<file path="src/rtl/irq_bank_pkg.sv">
package irq_bank_pkg;

    // geometry of one channel lane and one bank
    localparam int LANE_W      = 4;
    localparam int KIND_W      = 3;
    localparam int CH_PER_BANK = 8;

    // bit position of each event kind inside a lane
    localparam int BIT_HALF  = 0;
    localparam int BIT_DESC  = 1;
    localparam int BIT_CHAIN = 2;

    // byte address bases of the two register kinds
    localparam int ENABLE_BASE = 'h00;
    localparam int STATUS_BASE = 'h10;

    typedef enum logic [1:0] {
        SEL_NONE   = 2'd0,
        SEL_ENABLE = 2'd1,
        SEL_STATUS = 2'd2
    } reg_kind_e;

endpackage

</file>
<file path="src/rtl/irq_bank_decode.sv">
module irq_bank_decode
    import irq_bank_pkg::*;
#(
    parameter int ADDR_W   = 8,
    parameter int NUM_BANK = 2,
    localparam int BANK_W  = (NUM_BANK > 1) ? $clog2(NUM_BANK) : 1
) (
    input  logic [ADDR_W-1:0] addr,
    output reg_kind_e         kind,
    output logic [BANK_W-1:0] bank
);

    always_comb begin
        kind = SEL_NONE;
        bank = '0;
        for (int b = 0; b < NUM_BANK; b++) begin
            if (addr == ADDR_W'(ENABLE_BASE + 4 * b)) begin
                kind = SEL_ENABLE;
                bank = BANK_W'(b);
            end
            if (addr == ADDR_W'(STATUS_BASE + 4 * b)) begin
                kind = SEL_STATUS;
                bank = BANK_W'(b);
            end
        end
    end

endmodule

</file>
<file path="src/rtl/irq_lane_cell.sv">
module irq_lane_cell
    import irq_bank_pkg::*;
(
    input  logic              clk,
    input  logic              rst_n,
    input  logic              en_wr,
    input  logic              st_clr,
    input  logic [KIND_W-1:0] lane_wdata,
    input  logic [KIND_W-1:0] evt,
    output logic [KIND_W-1:0] en_q,
    output logic [KIND_W-1:0] st_q,
    output logic              hit
);

    logic [KIND_W-1:0] clr_bits;

    assign clr_bits = st_clr ? lane_wdata : '0;

    always_ff @(posedge clk) begin
        if (!rst_n) begin
            en_q <= '0;
            st_q <= '0;
        end else begin
            if (en_wr) begin
                en_q <= lane_wdata;
            end
            // a new event takes priority over a clear of the same bit
            st_q <= (st_q & ~clr_bits) | evt;
        end
    end

    assign hit = |(st_q & en_q);

endmodule

</file>
<file path="src/rtl/irq_bank_ctrl.sv">
module irq_bank_ctrl
    import irq_bank_pkg::*;
#(
    parameter int NUM_CH = 16,
    parameter int ADDR_W = 8,
    parameter int DATA_W = 32
) (
    input  logic              clk,
    input  logic              rst_n,
    input  logic              bus_wr,
    input  logic              bus_rd,
    input  logic [ADDR_W-1:0] bus_addr,
    input  logic [DATA_W-1:0] bus_wdata,
    output logic [DATA_W-1:0] bus_rdata,
    input  logic [NUM_CH-1:0] evt_half,
    input  logic [NUM_CH-1:0] evt_desc,
    input  logic [NUM_CH-1:0] evt_chain,
    output logic              irq
);

    localparam int NUM_BANK = (NUM_CH + CH_PER_BANK - 1) / CH_PER_BANK;
    localparam int BANK_W   = (NUM_BANK > 1) ? $clog2(NUM_BANK) : 1;
    localparam int FLAT_W   = NUM_CH * KIND_W;

    reg_kind_e           acc_kind;
    logic [BANK_W-1:0]   acc_bank;
    logic [FLAT_W-1:0]   en_flat;
    logic [FLAT_W-1:0]   st_flat;
    logic [NUM_CH-1:0]   hit_vec;
    logic [DATA_W-1:0]   en_bank [NUM_BANK];
    logic [DATA_W-1:0]   st_bank [NUM_BANK];

    irq_bank_decode #(
        .ADDR_W   (ADDR_W),
        .NUM_BANK (NUM_BANK)
    ) u_decode (
        .addr (bus_addr),
        .kind (acc_kind),
        .bank (acc_bank)
    );

    // one lane cell per channel
    for (genvar ch = 0; ch < NUM_CH; ch++) begin : g_lane
        localparam int B   = ch / CH_PER_BANK;
        localparam int OFF = (ch % CH_PER_BANK) * LANE_W;

        logic              en_wr;
        logic              st_clr;
        logic [KIND_W-1:0] evt;

        assign en_wr  = bus_wr && (acc_kind == SEL_ENABLE) && (acc_bank == BANK_W'(B));
        assign st_clr = bus_wr && (acc_kind == SEL_STATUS) && (acc_bank == BANK_W'(B));

        always_comb begin
            evt            = '0;
            evt[BIT_HALF]  = evt_half[ch];
            evt[BIT_DESC]  = evt_desc[ch];
            evt[BIT_CHAIN] = evt_chain[ch];
        end

        irq_lane_cell u_cell (
            .clk        (clk),
            .rst_n      (rst_n),
            .en_wr      (en_wr),
            .st_clr     (st_clr),
            .lane_wdata (bus_wdata[OFF +: KIND_W]),
            .evt        (evt),
            .en_q       (en_flat[ch*KIND_W +: KIND_W]),
            .st_q       (st_flat[ch*KIND_W +: KIND_W]),
            .hit        (hit_vec[ch])
        );
    end

    // pack lanes into bus-visible banks, spare lane bit reads zero
    always_comb begin
        for (int b = 0; b < NUM_BANK; b++) begin
            en_bank[b] = '0;
            st_bank[b] = '0;
            for (int s = 0; s < CH_PER_BANK; s++) begin
                if (b * CH_PER_BANK + s < NUM_CH) begin
                    en_bank[b][s*LANE_W +: KIND_W] = en_flat[(b*CH_PER_BANK+s)*KIND_W +: KIND_W];
                    st_bank[b][s*LANE_W +: KIND_W] = st_flat[(b*CH_PER_BANK+s)*KIND_W +: KIND_W];
                end
            end
        end
    end

    // registered read port
    always_ff @(posedge clk) begin
        if (!rst_n) begin
            bus_rdata <= '0;
        end else if (bus_rd) begin
            unique case (acc_kind)
                SEL_ENABLE: bus_rdata <= en_bank[acc_bank];
                SEL_STATUS: bus_rdata <= st_bank[acc_bank];
                default:    bus_rdata <= '0;
            endcase
        end
    end

    assign irq = |hit_vec;

    // write data bits that no lane stores (spare lane bits, unused upper lanes)
    logic wdata_spare_sink;
    always_comb begin
        wdata_spare_sink = 1'b0;
        for (int i = 0; i < DATA_W; i++) begin
            if ((i % LANE_W) >= KIND_W || (i / LANE_W) >= NUM_CH) begin
                wdata_spare_sink = wdata_spare_sink ^ bus_wdata[i];
            end
        end
    end

endmodule

</file>
<file path="config.mk">
export PLATFORM = sky130hd
export DESIGN_NAME = irq_bank_ctrl
export DESIGN_NICKNAME = d
export VERILOG_FILES = /design/src/rtl/irq_bank_pkg.sv /design/src/rtl/irq_bank_decode.sv /design/src/rtl/irq_lane_cell.sv /design/src/rtl/irq_bank_ctrl.sv
export SDC_FILE = /design/constraint.sdc
export NUM_CORES = 1
export LEC_CHECK = 0
export ABC_AREA = 1
export CORE_MARGIN = 4
export CORE_UTILIZATION = 30
export CTS_CLUSTER_DIAMETER = 30
export DETAILED_ROUTE_END_ITERATION = 6
export SETUP_SLACK_MARGIN = 0.15
export SLEW_MARGIN = 20
export SYNTH_ARGS = -nofsm -noshare
export SYNTH_HDL_FRONTEND = slang
export SYNTH_SLANG_ARGS = --single-unit
export TNS_END_PERCENT = 5
</file>
<file path="constraint.sdc">
create_clock -name clk -period 2.5 [get_ports clk]
set_input_delay 0.25 -clock clk [delete_from_list [all_inputs] [get_ports clk]]
set_output_delay 0.25 -clock clk [all_outputs]
set_load 0.005 [all_outputs]
</file>
==> results.yml <==
status:
  run_status: "complete, no violations"
cells_and_area:
  drive_above_1_share: 0.06481
  fin_util: 0.4105
  fin_nets: 1053
  flow.area_growth_from_synthesis_pct: 33.88
  antenna_cells: 0
cts:
  clockRootBuffer: "sky130_fd_sc_hd__clkbuf_16"
  insertion_delay_ns: 0.42
  clock_tree.buffer_depth: 2
  tritoncts.num_buffers: 17
  cts_hold_buffers: 0
  h_tree_depth: 4
  cts_tree: "yes"
  cts.clk_slew.worst_paths_ns: 0.06
  post-cts-setup-buffers: 0
  cts.sinks: 120
route:
  drt-total-wl_um: 16870
  route.detailed.drc: 0
  routed_via_count_divided_by_cell_count: 4.678
  first_pass_iters: 6
  num_vias: 5642
  detail_route.iter0.violations: 403
  postRouteAntennaNets: 0
  detail_route.wl_per_cell_um: 13.99
placed_design:
  io_buffer_count: 108
  hpwl_um: 12010
  place.gp.congestion: 0.7907
floorplan:
  core_area_um2: 18770
  initial_utilization: 0.3066
  floorplan.die_area_um2: 21460
  dieWidth_um: 146.5
  placementRows: 50
  die_y_um: 146.5
  design.portCount: 125
synthesis:
  postSynthCellCount: 861
  synth_seq_cells: 120
  synth.cell_area_um2: 5754
  netlist-cell-type-count: 22
  syn-mean-instance-area_um2: 6.683
  synth_sequential_area_ratio: 0.4175
  ys.warnings.count: 0
global_routing:
  gr-total-overflow: 0
  antenna_violations_before_repair: 1
  track_usage: 0.1592
  first_global_vias: 5423
  wire_length_of_the_first_global_routing_pass_um: 27440
  grt_max_degree: 49
pwr:
  cell_internal_pwr_mw: 3.845
  power.density_cell_area_nw_per_um2: 643.3
  vdd_drop_max_mv: 0.4239
  seq_power_share: 0.404
  power.clock.fraction: 0.519
  share_of_total_power_consumed_by_net_switching: 0.2241
  comb_power_share: 0.077
  power_leakage_nw: 3.434
  power_switching_mw: 1.111
job:
  drv.max_cap_violation_count: 0
worst_hold_path:
  worstHoldPathType: "in2reg"
critical_path:
  cp_slowest_cell: "sky130_fd_sc_hd__clkdlybuf4s50_1"
  endpoint_arrival_time_on_the_critical_path_ns: 1.94
  timing.critical_path.required_ns: 2.25
  timing.critical_path.slowest_cell_delay_ns: 0.48
  crit_start_category: "register"
  critPathBufInv: 1
  critPathKind: "reg2out"
  path_cells: "nand2_1 -> nand2_1 -> a221oi_1 -> nand2_1 -> nor2_1 -> nand3_1 -> clkdlybuf4s50_1"
  critPathTopFamily: "buffers and inverters"
  critical-path-top-cell-by-count: "sky130_fd_sc_hd__nand2_1"
  timing.critical_path.fanout_max: 3
  setup.worst_path.end_class: "output pin"
timing:
  report.final.slew_viol_count: 0
  post-route-min-period_ns: 2.193
  unrepaired_setup_endpoints_after_global_routing: "no"
  worst_slew_margin_rel: 0.6558
  share_of_the_clock_period_used_by_the_worst_path: 0.8770
  finalHoldViolCount: 0
  finalSetupTns_ns: 0
  worst_slew_pin_slew_ns: 0.5163
  worst_case_clock_skew_ns: 0.006708
  max_freq_mhz: 456.1
  setup_viol_count_final: 0
==> metal layers <==
layer | wire length (µm) | track usage | vias up | share of wire
met5 | 13 | 0 | - | 0.00077
met3 | 1067 | 0.04469 | 30 | 0.063
li1 | - | - | 2920 | -
met1 | 8189 | 0.2144 | 2514 | 0.49
met4 | 290 | 0.05174 | 2 | 0.017
met2 | 7310 | 0.2470 | 176 | 0.43
==> through the flow <==
| step | hold WS (ns) | instances | setup WS, ns | cell area, µm² | total power [mW] |
|---|---|---|---|---|---|
| 6_report | 0.3710 | 1206 | 0.3074 | 7704 | 4.956 |
| 5_1_grt | 0.3751 | 1206 | 0.1708 | 7704 | 5.146 |
| 4_1_cts | 0.3586 | 1206 | 0.2596 | 7697 | 4.989 |
| 3_5_place_dp | 0.4573 | 1174 | 0.1773 | 7077 | 2.424 |
| 3_3_place_gp | 0.4523 | 1174 | 0.2024 | 7077 | 2.421 |
| 2_1_floorplan | 0.3840 | 868 | 0.4478 | 5781 | 2.222 |
==> synthesized netlist by cell type, drive strengths merged <==
cell type  instances  area, µm²
a221oi             2      17.52
o21ai             98      490.5
buf               34      206.5
nor3               1      5.000
nand3             96      480.5
nor2              18      82.58
a21oi            120      600.6
dfxtp            120       2402
clkbuf            25      93.84
conb               1      3.750
nand2            145      546.8
inv              179      671.9
ha                 2      25.02
nand3b             2      15.01
o22ai             18      112.6
==> state kept, by name, indices dropped and copies added, names as in the netlist <==
signal	cells
g_lane.u_cell.st_q	48
bus_rdata	24
g_lane.u_cell.en_q	48
==> cell type report <==
cell class / instances / area (µm²)
clock buffer: 19 / 442.9
sequential: 120 / 2402
multi-input combinational: 510 / 2412
fill: 1971 / 11060
tap: 234 / 292.8
clock inverter: 13 / 177.7
timing repair buffer: 131 / 1304
inverter: 179 / 671.9
==> cells by family after synthesis <==
group | count (synthesis) | share of synthesized area
compound gates | 238 | 0.2122
fa+ha+maj | 2 | 0.004348
buf+inv | 238 | 0.1690
flops | 120 | 0.4175
other cells | 1 | 0.0006517
simple gates | 262 | 0.1963
==> layout by cell type (no fill, tap or decap), types with 2 or more instances in the layout <==
cell type                         Yosys  final
sky130_fd_sc_hd__nand3b_1             2      2
sky130_fd_sc_hd__inv_2                5      5
sky130_fd_sc_hd__ha_1                 2      2
sky130_fd_sc_hd__bufinv_16            0      4
sky130_fd_sc_hd__clkdlybuf4s50_1      0    108
sky130_fd_sc_hd__nand3_1             96     96
sky130_fd_sc_hd__buf_4                8     19
sky130_fd_sc_hd__nor2_4               2      2
sky130_fd_sc_hd__inv_1              174    174
sky130_fd_sc_hd__o22ai_1             18     18
sky130_fd_sc_hd__nor2_1              16     16
sky130_fd_sc_hd__buf_12               0      4
sky130_fd_sc_hd__dfxtp_1            120    120
sky130_fd_sc_hd__o21ai_1              3      3
sky130_fd_sc_hd__clkinv_4             0      2
sky130_fd_sc_hd__clkinvlp_4           0      2
sky130_fd_sc_hd__a21oi_1            120    120
sky130_fd_sc_hd__conb_1               1      8
sky130_fd_sc_hd__clkinv_2             0      5
sky130_fd_sc_hd__o21ai_0             95     95
sky130_fd_sc_hd__nand2_1            144    144
sky130_fd_sc_hd__clkbuf_16            0     17
==> tightest hold or removal path, cell delays in order <==
cell	delay (ns)
sky130_fd_sc_hd__clkdlybuf4s50_1	0.39
sky130_fd_sc_hd__inv_1	0.05
sky130_fd_sc_hd__a21oi_1	0.05
==> power groups by stage <==
stage	clock, mW	combinational [mW]	sequential, mW
floorplan	0	0.191	2.03
global placement	0	0.382	2.04
detailed placement	0	0.383	2.04
CTS	2.60	0.386	2.00
global route	2.71	0.433	2.01
finish	2.57	0.382	2.00
==> timing repair <==
item	in CTS	in global routing
setup endpoints to repair	0	1
resized for setup	0	1
endpoints found under the hold margin	0	0
==> final timing paths <==
check / startpoint / end / slack [ns] / depth (start not counted)
max reg2reg: g_lane[9].u_cell.st_q[0] / bus_rdata[4] / 1.52 / 6
min: evt_chain[8] / g_lane[8].u_cell.st_q[2] / 0.37 / 3
max: g_lane[7].u_cell.st_q[0] / irq / 0.31 / 7
min reg2reg: bus_rdata[10] / bus_rdata[10] / 0.46 / 2
Note: power is estimated with default switching activity, not from simulation.
